[config.mk]
export PLATFORM = sky130hd
export DESIGN_NAME = cmos_gate
export DESIGN_NICKNAME = d
export VERILOG_FILES = /design/src/rtl/cmos_gate_pkg.sv /design/src/rtl/cmos_cfg_reg.sv /design/src/rtl/cmos_port_dec.sv /design/src/rtl/cmos_ram_bank.sv /design/src/rtl/cmos_gate.sv
export SDC_FILE = /design/constraint.sdc
export NUM_CORES = 2
export LEC_CHECK = 0
export ABC_AREA = 1
export BUFFER_PORTS_ARGS = -buffer_cell sky130_fd_sc_hd__buf_2
export CAP_MARGIN = 20
export CORE_ASPECT_RATIO = 2
export CORE_MARGIN = 3
export CORE_UTILIZATION = 55
export CTS_CLUSTER_SIZE = 14
export DETAILED_ROUTE_END_ITERATION = 10
export HOLD_SLACK_MARGIN = 0.05
export PLACE_DENSITY = 0.71
export RECOVER_POWER = 50
export SLEW_MARGIN = 20
export SYNTH_ARGS = -nofsm -noshare
export SYNTH_HDL_FRONTEND = slang
export SYNTH_SLANG_ARGS = --single-unit
[constraint.sdc]
create_clock -name clk_i -period 6.03 [get_ports clk_i]
set_input_delay 1.206 -clock clk_i [delete_from_list [all_inputs] [get_ports clk_i]]
set_output_delay 1.206 -clock clk_i [all_outputs]
set_load 0.1 [all_outputs]
[src/rtl/cmos_gate_pkg.sv]
package cmos_gate_pkg;
  localparam int unsigned BYTE_W  = 8;
  localparam int unsigned BANK_AW = 7;
  localparam int unsigned NBANK   = 2;
  localparam int unsigned CFG_EN  = 2;
  localparam int unsigned CFG_LKL = 3;
  localparam int unsigned CFG_LKH = 4;

  typedef enum logic [1:0] {
    SEL_NONE,
    SEL_IDX,
    SEL_DAT
  } port_sel_e;
endpackage

[src/rtl/cmos_cfg_reg.sv]
module cmos_cfg_reg
  import cmos_gate_pkg::*;
(
  input  logic              clk_i,
  input  logic              rst_ni,
  input  logic              wr_i,
  input  logic [BYTE_W-1:0] wdata_i,
  output logic [BYTE_W-1:0] rdata_o,
  output logic              up_en_o,
  output logic [NBANK-1:0]  lock_o
);
  logic             en_q;
  logic [NBANK-1:0] lock_q;

  always_ff @(posedge clk_i or negedge rst_ni) begin
    if (!rst_ni) begin
      en_q   <= 1'b0;
      lock_q <= '0;
    end else if (wr_i) begin
      en_q   <= wdata_i[CFG_EN];
      // locks only ever set from software
      lock_q <= lock_q | {wdata_i[CFG_LKH], wdata_i[CFG_LKL]};
    end
  end

  always_comb begin
    rdata_o          = '0;
    rdata_o[CFG_EN]  = en_q;
    rdata_o[CFG_LKL] = lock_q[0];
    rdata_o[CFG_LKH] = lock_q[1];
  end

  assign up_en_o = en_q;
  assign lock_o  = lock_q;

  a_r8_lock_lo_sticky: assert property (@(posedge clk_i) disable iff (!rst_ni)
    lock_q[0] |=> lock_q[0]);
  a_r8_lock_hi_sticky: assert property (@(posedge clk_i) disable iff (!rst_ni)
    lock_q[1] |=> lock_q[1]);
  a_r2_en_follows_write: assert property (@(posedge clk_i) disable iff (!rst_ni)
    wr_i |=> (up_en_o == $past(wdata_i[CFG_EN])));
endmodule

[src/rtl/cmos_port_dec.sv]
module cmos_port_dec
  import cmos_gate_pkg::*;
#(
  parameter logic [BYTE_W-1:0] LO_IDX_ADDR = 8'h70,
  parameter logic [BYTE_W-1:0] HI_IDX_ADDR = 8'h72
) (
  input  logic [BYTE_W-1:0] addr_i,
  output port_sel_e         sel_o [NBANK]
);
  localparam logic [BYTE_W-1:0] BASE [NBANK] = '{LO_IDX_ADDR, HI_IDX_ADDR};

  for (genvar b = 0; b < NBANK; b++) begin : g_dec
    always_comb begin
      if (addr_i == BASE[b])               sel_o[b] = SEL_IDX;
      else if (addr_i == BASE[b] + 8'd1)   sel_o[b] = SEL_DAT;
      else                                 sel_o[b] = SEL_NONE;
    end
  end
endmodule

[src/rtl/cmos_ram_bank.sv]
module cmos_ram_bank
  import cmos_gate_pkg::*;
#(
  parameter logic [BANK_AW-1:0] WIN_LO = 7'h38,
  parameter logic [BANK_AW-1:0] WIN_HI = 7'h3F
) (
  input  logic               clk_i,
  input  logic               we_i,
  input  logic               lock_i,
  input  logic [BANK_AW-1:0] idx_i,
  input  logic [BYTE_W-1:0]  wdata_i,
  output logic [BYTE_W-1:0]  rdata_o,
  output logic               blocked_o
);
  localparam int unsigned DEPTH = 1 << BANK_AW;

  logic [BYTE_W-1:0] mem [DEPTH];

  assign blocked_o = lock_i && (idx_i >= WIN_LO) && (idx_i <= WIN_HI);

  // no reset: contents are battery backed
  always_ff @(posedge clk_i) begin
    if (we_i && !blocked_o) mem[idx_i] <= wdata_i;
  end

  assign rdata_o = blocked_o ? '1 : mem[idx_i];
endmodule

[src/rtl/cmos_gate.sv]
module cmos_gate
  import cmos_gate_pkg::*;
#(
  parameter logic [BYTE_W-1:0]  LO_IDX_ADDR = 8'h70,
  parameter logic [BYTE_W-1:0]  HI_IDX_ADDR = 8'h72,
  parameter logic [BANK_AW-1:0] WIN_LO      = 7'h38,
  parameter logic [BANK_AW-1:0] WIN_HI      = 7'h3F
) (
  input  logic              clk_i,
  input  logic              rst_ni,
  input  logic [BYTE_W-1:0] io_addr_i,
  input  logic              io_wr_i,
  input  logic              io_rd_i,
  input  logic [BYTE_W-1:0] io_wdata_i,
  output logic [BYTE_W-1:0] io_rdata_o,
  input  logic              cfg_wr_i,
  input  logic [BYTE_W-1:0] cfg_wdata_i,
  output logic [BYTE_W-1:0] cfg_rdata_o
);
  logic               up_en;
  logic [NBANK-1:0]   lock;
  port_sel_e          sel [NBANK];
  logic [BANK_AW-1:0] idx_q   [NBANK];
  logic [BYTE_W-1:0]  bk_rd   [NBANK];
  logic [NBANK-1:0]   bk_we;
  logic [NBANK-1:0]   bk_blk;
  logic [NBANK-1:0]   bk_open;

  cmos_cfg_reg i_cfg (
    .clk_i   (clk_i),
    .rst_ni  (rst_ni),
    .wr_i    (cfg_wr_i),
    .wdata_i (cfg_wdata_i),
    .rdata_o (cfg_rdata_o),
    .up_en_o (up_en),
    .lock_o  (lock)
  );

  cmos_port_dec #(
    .LO_IDX_ADDR (LO_IDX_ADDR),
    .HI_IDX_ADDR (HI_IDX_ADDR)
  ) i_dec (
    .addr_i (io_addr_i),
    .sel_o  (sel)
  );

  assign bk_open = {up_en, 1'b1};

  for (genvar b = 0; b < NBANK; b++) begin : g_bank
    always_ff @(posedge clk_i or negedge rst_ni) begin
      if (!rst_ni)                           idx_q[b] <= '0;
      else if (io_wr_i && sel[b] == SEL_IDX) idx_q[b] <= io_wdata_i[BANK_AW-1:0];
    end

    assign bk_we[b] = io_wr_i && (sel[b] == SEL_DAT) && bk_open[b];

    cmos_ram_bank #(
      .WIN_LO (WIN_LO),
      .WIN_HI (WIN_HI)
    ) i_bank (
      .clk_i     (clk_i),
      .we_i      (bk_we[b]),
      .lock_i    (lock[b]),
      .idx_i     (idx_q[b]),
      .wdata_i   (io_wdata_i),
      .rdata_o   (bk_rd[b]),
      .blocked_o (bk_blk[b])
    );
  end

  always_comb begin
    io_rdata_o = '0;
    if (io_rd_i) begin
      for (int b = 0; b < NBANK; b++) begin
        if (sel[b] == SEL_IDX)      io_rdata_o = {{(BYTE_W-BANK_AW){1'b0}}, idx_q[b]};
        else if (sel[b] == SEL_DAT) io_rdata_o = bk_open[b] ? bk_rd[b] : '1;
      end
    end
  end

  a_r1_idle_zero: assert property (@(posedge clk_i) disable iff (!rst_ni)
    !io_rd_i |-> io_rdata_o == '0);
  a_r5_hi_off_no_write: assert property (@(posedge clk_i) disable iff (!rst_ni)
    !cfg_rdata_o[CFG_EN] |-> !bk_we[1]);
  a_r5_hi_off_read_ff: assert property (@(posedge clk_i) disable iff (!rst_ni)
    (io_rd_i && !cfg_rdata_o[CFG_EN] && io_addr_i == HI_IDX_ADDR + 8'd1) |-> io_rdata_o == '1);
  a_r6_lo_window_ff: assert property (@(posedge clk_i) disable iff (!rst_ni)
    (io_rd_i && cfg_rdata_o[CFG_LKL] && io_addr_i == LO_IDX_ADDR + 8'd1 &&
     idx_q[0] >= WIN_LO && idx_q[0] <= WIN_HI) |-> io_rdata_o == '1);
  a_r7_hi_window_blocked: assert property (@(posedge clk_i) disable iff (!rst_ni)
    (cfg_rdata_o[CFG_LKH] && idx_q[1] >= WIN_LO && idx_q[1] <= WIN_HI) |-> bk_blk[1]);
  a_r10_index_readback: assert property (@(posedge clk_i) disable iff (!rst_ni)
    (io_rd_i && io_addr_i == LO_IDX_ADDR) |-> io_rdata_o[BYTE_W-1] == 1'b0);
endmodule

==> flow_summary.json <==
{
  "status": "finished, violations left",
  "violations": "capacitance limit, slew limit",
  "clk_pin_slew_worst_paths_ns": 0.06,
  "synthArstFlopShare": 0.00823,
  "rsz0062_at_grt": "false",
  "antenna_found_initial": 1,
  "die_y_microns": 564,
  "crit_fanout": 28,
  "num_io_pins": 45,
  "grt_pass1_vias": 55400,
  "clock-sinks": 2065,
  "yosysSeqAreaShare": 0.724,
  "maxCapViolations": 15,
  "worst_pin_slew_ns": 5.17,
  "post_cts_buffers": 0,
  "synth_xor_area_frac": 0,
  "holdCritPathClass": "reg2reg",
  "irDropWorstVdd_v": 0.000244,
  "avgViaCountPerCell": 5.64,
  "crit_path_frequent_cell": "nand2_1",
  "synthFlopType": "edfxtp_1",
  "cts_hold_buf": 0,
  "fin_crit_ns": 5.90,
  "synth_warnings": 0,
  "max_stage_delay_ns": 0.73,
  "setup.worst_path.class": "reg2out",
  "slew_violations": 1328,
  "p_per_area_mw_per_mm2": 302,
  "synth_compound_area_frac": 0.0242,
  "num_vias": 56200,
  "synthMuxAreaShare": 0.000132,
  "grt_pass1_wl_mm": 342,
  "start_util": 0.554,
  "nNetsFinal": 7854,
  "die_w_microns": 285,
  "gp_congestion": 0.937,
  "cts.repair.resized": 0,
  "area_growth_syn_to_layout_pct": 8.93,
  "skew_ns": 0.0307,
  "avgSynthCellArea_sq_um": 10.9,
  "drc_errors": 0,
  "cp-start-kind": "flop",
  "tns_ns": 0,
  "wl_per_cell_microns": 23.4,
  "yosys.area_share.simple": 0.207,
  "critPathRequiredTime_ns": 4.82,
  "synth_area_leaders": "edfxtp_1 (72%), nand2_1 (15%), nor2_1 (2.4%)",
  "path_cells": "buf_4, nand3_4, clkinv_2, buf_4, nand2_1, nand4_1, o21ai_0, nand2_1, nor2_1, nor2_1, nor2_1, nand2_1, nand2_1, a21oi_1, buf_12",
  "synth_top_family_by_area": "simple AND/OR/NAND/NOR gates",
  "core_area_sq_mm": 0.154,
  "clk_latency_ns": 0.81,
  "die_area_sq_mm": 0.161,
  "post_route_cells_drive_above_1_share": 0.0541,
  "ys_types": 43,
  "max_slew_margin": -2.45,
  "drt_iter0_drc": 4857,
  "row_count": 204,
  "overflow": 0,
  "setup_viol": 0,
  "clk_path_buf_depth": 4,
  "root_buffer": "clkbuf_16",
  "synth_edf_count": 2048,
  "ys_seq_elements": 2065,
  "fmax_ghz": 0.170,
  "fin_ws_ns": 0.132,
  "syn-cell-area_sq_mm": 0.0855,
  "synthAdderAreaFrac": 0,
  "drt_wl_total_mm": 233,
  "finalHoldViolations": 0,
  "syn_inst": 7847,
  "fin_crit_sh": 0.978,
  "slowest_stage": "dfrtp_4",
  "leakage_nw": 35.8,
  "io_buffers": 34,
  "grt_util_all_layers": 0.288,
  "arrival_ns": 4.69,
  "ant_nets": 0,
  "end_kind": "primary output",
  "dp_slack_ns": 0.991,
  "grt_max_degree": 173,
  "synth_top_area_frac": 0.719,
  "htreeDepth": 4,
  "hpwlAfterDp_mm": 145,
  "synth_area_leader_cell": "edfxtp_1",
  "cts_tree": "done",
  "dr.pass1.iters": 8,
  "cts_buffers": 183
}
## logic make-up (layout without fill, tap and decap cells)
logic type | Yosys count | count (layout)
AND/OR/NAND/NOR | 4489 | 4489
flip-flops | 2065 | 2065
buffers and inverters | 921 | 983
AO/OA/AOI/OAI | 370 | 370
other | 1 | 8
multiplexers | 1 | 1
## worst max-delay path: cells and delay by family (launching register included)
family | cells | cell delay [ns]
buf+inv | 4 | 1.25
simple gates | 9 | 1.19
flops | 1 | 0.73
compound gates | 2 | 0.68
## layout make-up
type	count	area, sq um
sequential	2065	61900
fill	11900	61300
multi-input combinational	4865	19800
clock buffer	231	4810
tap	2060	2580
inverter	548	2080
timing repair buffer	162	1530
clock inverter	42	392
antenna	3	7.51
## registers in the layout, indices dropped and copies added, names as in the netlist
name / cells
g_bank.i_bank.mem: 2048
idx_q: 14
i_cfg.lock_o: 2
i_cfg.up_en_o: 1
## worst paths after layout
kind	end	start	depth (start not counted)	slack [ns]
max reg2reg	g_bank[0].i_bank.mem[34][1]	idx_q[10]	10	1.68
min in group asynchronous	i_cfg.lock_o[0]	rst_ni	1	0.62
max in group asynchronous	idx_q[1]	rst_ni	1	4.53
max	io_rdata_o[4]	idx_q[0]	15	0.13
min reg2reg	i_cfg.lock_o[1]	i_cfg.lock_o[1]	1	0.51
min	i_cfg.lock_o[1]	i_cfg.lock_o[1]	1	0.51
## layout by cell type (no fill, tap or decap), types with 33 or more instances in the layout
master and instances:
clkbuf_1 55, buf_12 33, nand3_1 324, clkbuf_16 184, nor2_1 551, o21ai_0 102
buf_4 91, nand2_1 3470, edfxtp_1 2048, a21oi_1 158, a22oi_1 61, inv_1 530
nand4_1 88
## Yosys cell counts, types with 3 or more instances
cell          n
nand2_1    3471
edfxtp_1   2048
nor2_1      554
inv_1       531
nand3_1     324
buf_2       193
a21oi_1     158
clkbuf_1    120
o21ai_0     102
nand4_1      88
a22oi_1      61
buf_1        30
o21ai_1      28
buf_4        27
dfrtp_1      17
inv_2        15
or2_2        15
a221oi_1      6
nor2_2        6
nand2_2       5
and2_1        4
nand3b_1      4
nor3_1        4
o2111ai_1     4
nand3_4       3
nor4_1        3
## routing by layer
metal,vias to the layer above,wire [microns],global-route usage
li1,25800,-,-
met4,0,22400,0.231
met3,869,15300,0.0335
met1,27000,74700,0.303
met5,-,0,0
met2,2572,121000,0.519
## power breakdown
group,internal (mW),switching (mW)
clock,5.84,4.92
combinational,0.340,1.24
sequential,15.8,0.0213
## through the flow
step | instances | hold WS [ns] | cell area [sq um] | util | total power, mW
3_3_place_gp | 9700 | 0.472 | 88100 | 0.570 | 17.6
2_1_floorplan | 7851 | 0.451 | 85500 | - | 16.9
4_1_cts | 9973 | 0.335 | 93300 | 0.604 | 28.2
5_1_grt | 9974 | 0.548 | 93100 | 0.603 | 28.9
3_5_place_dp | 9700 | 0.501 | 88100 | 0.570 | 17.7
6_report | 9976 | 0.515 | 93100 | 0.603 | 28.2
Note: power is estimated with default switching activity, not from simulation.
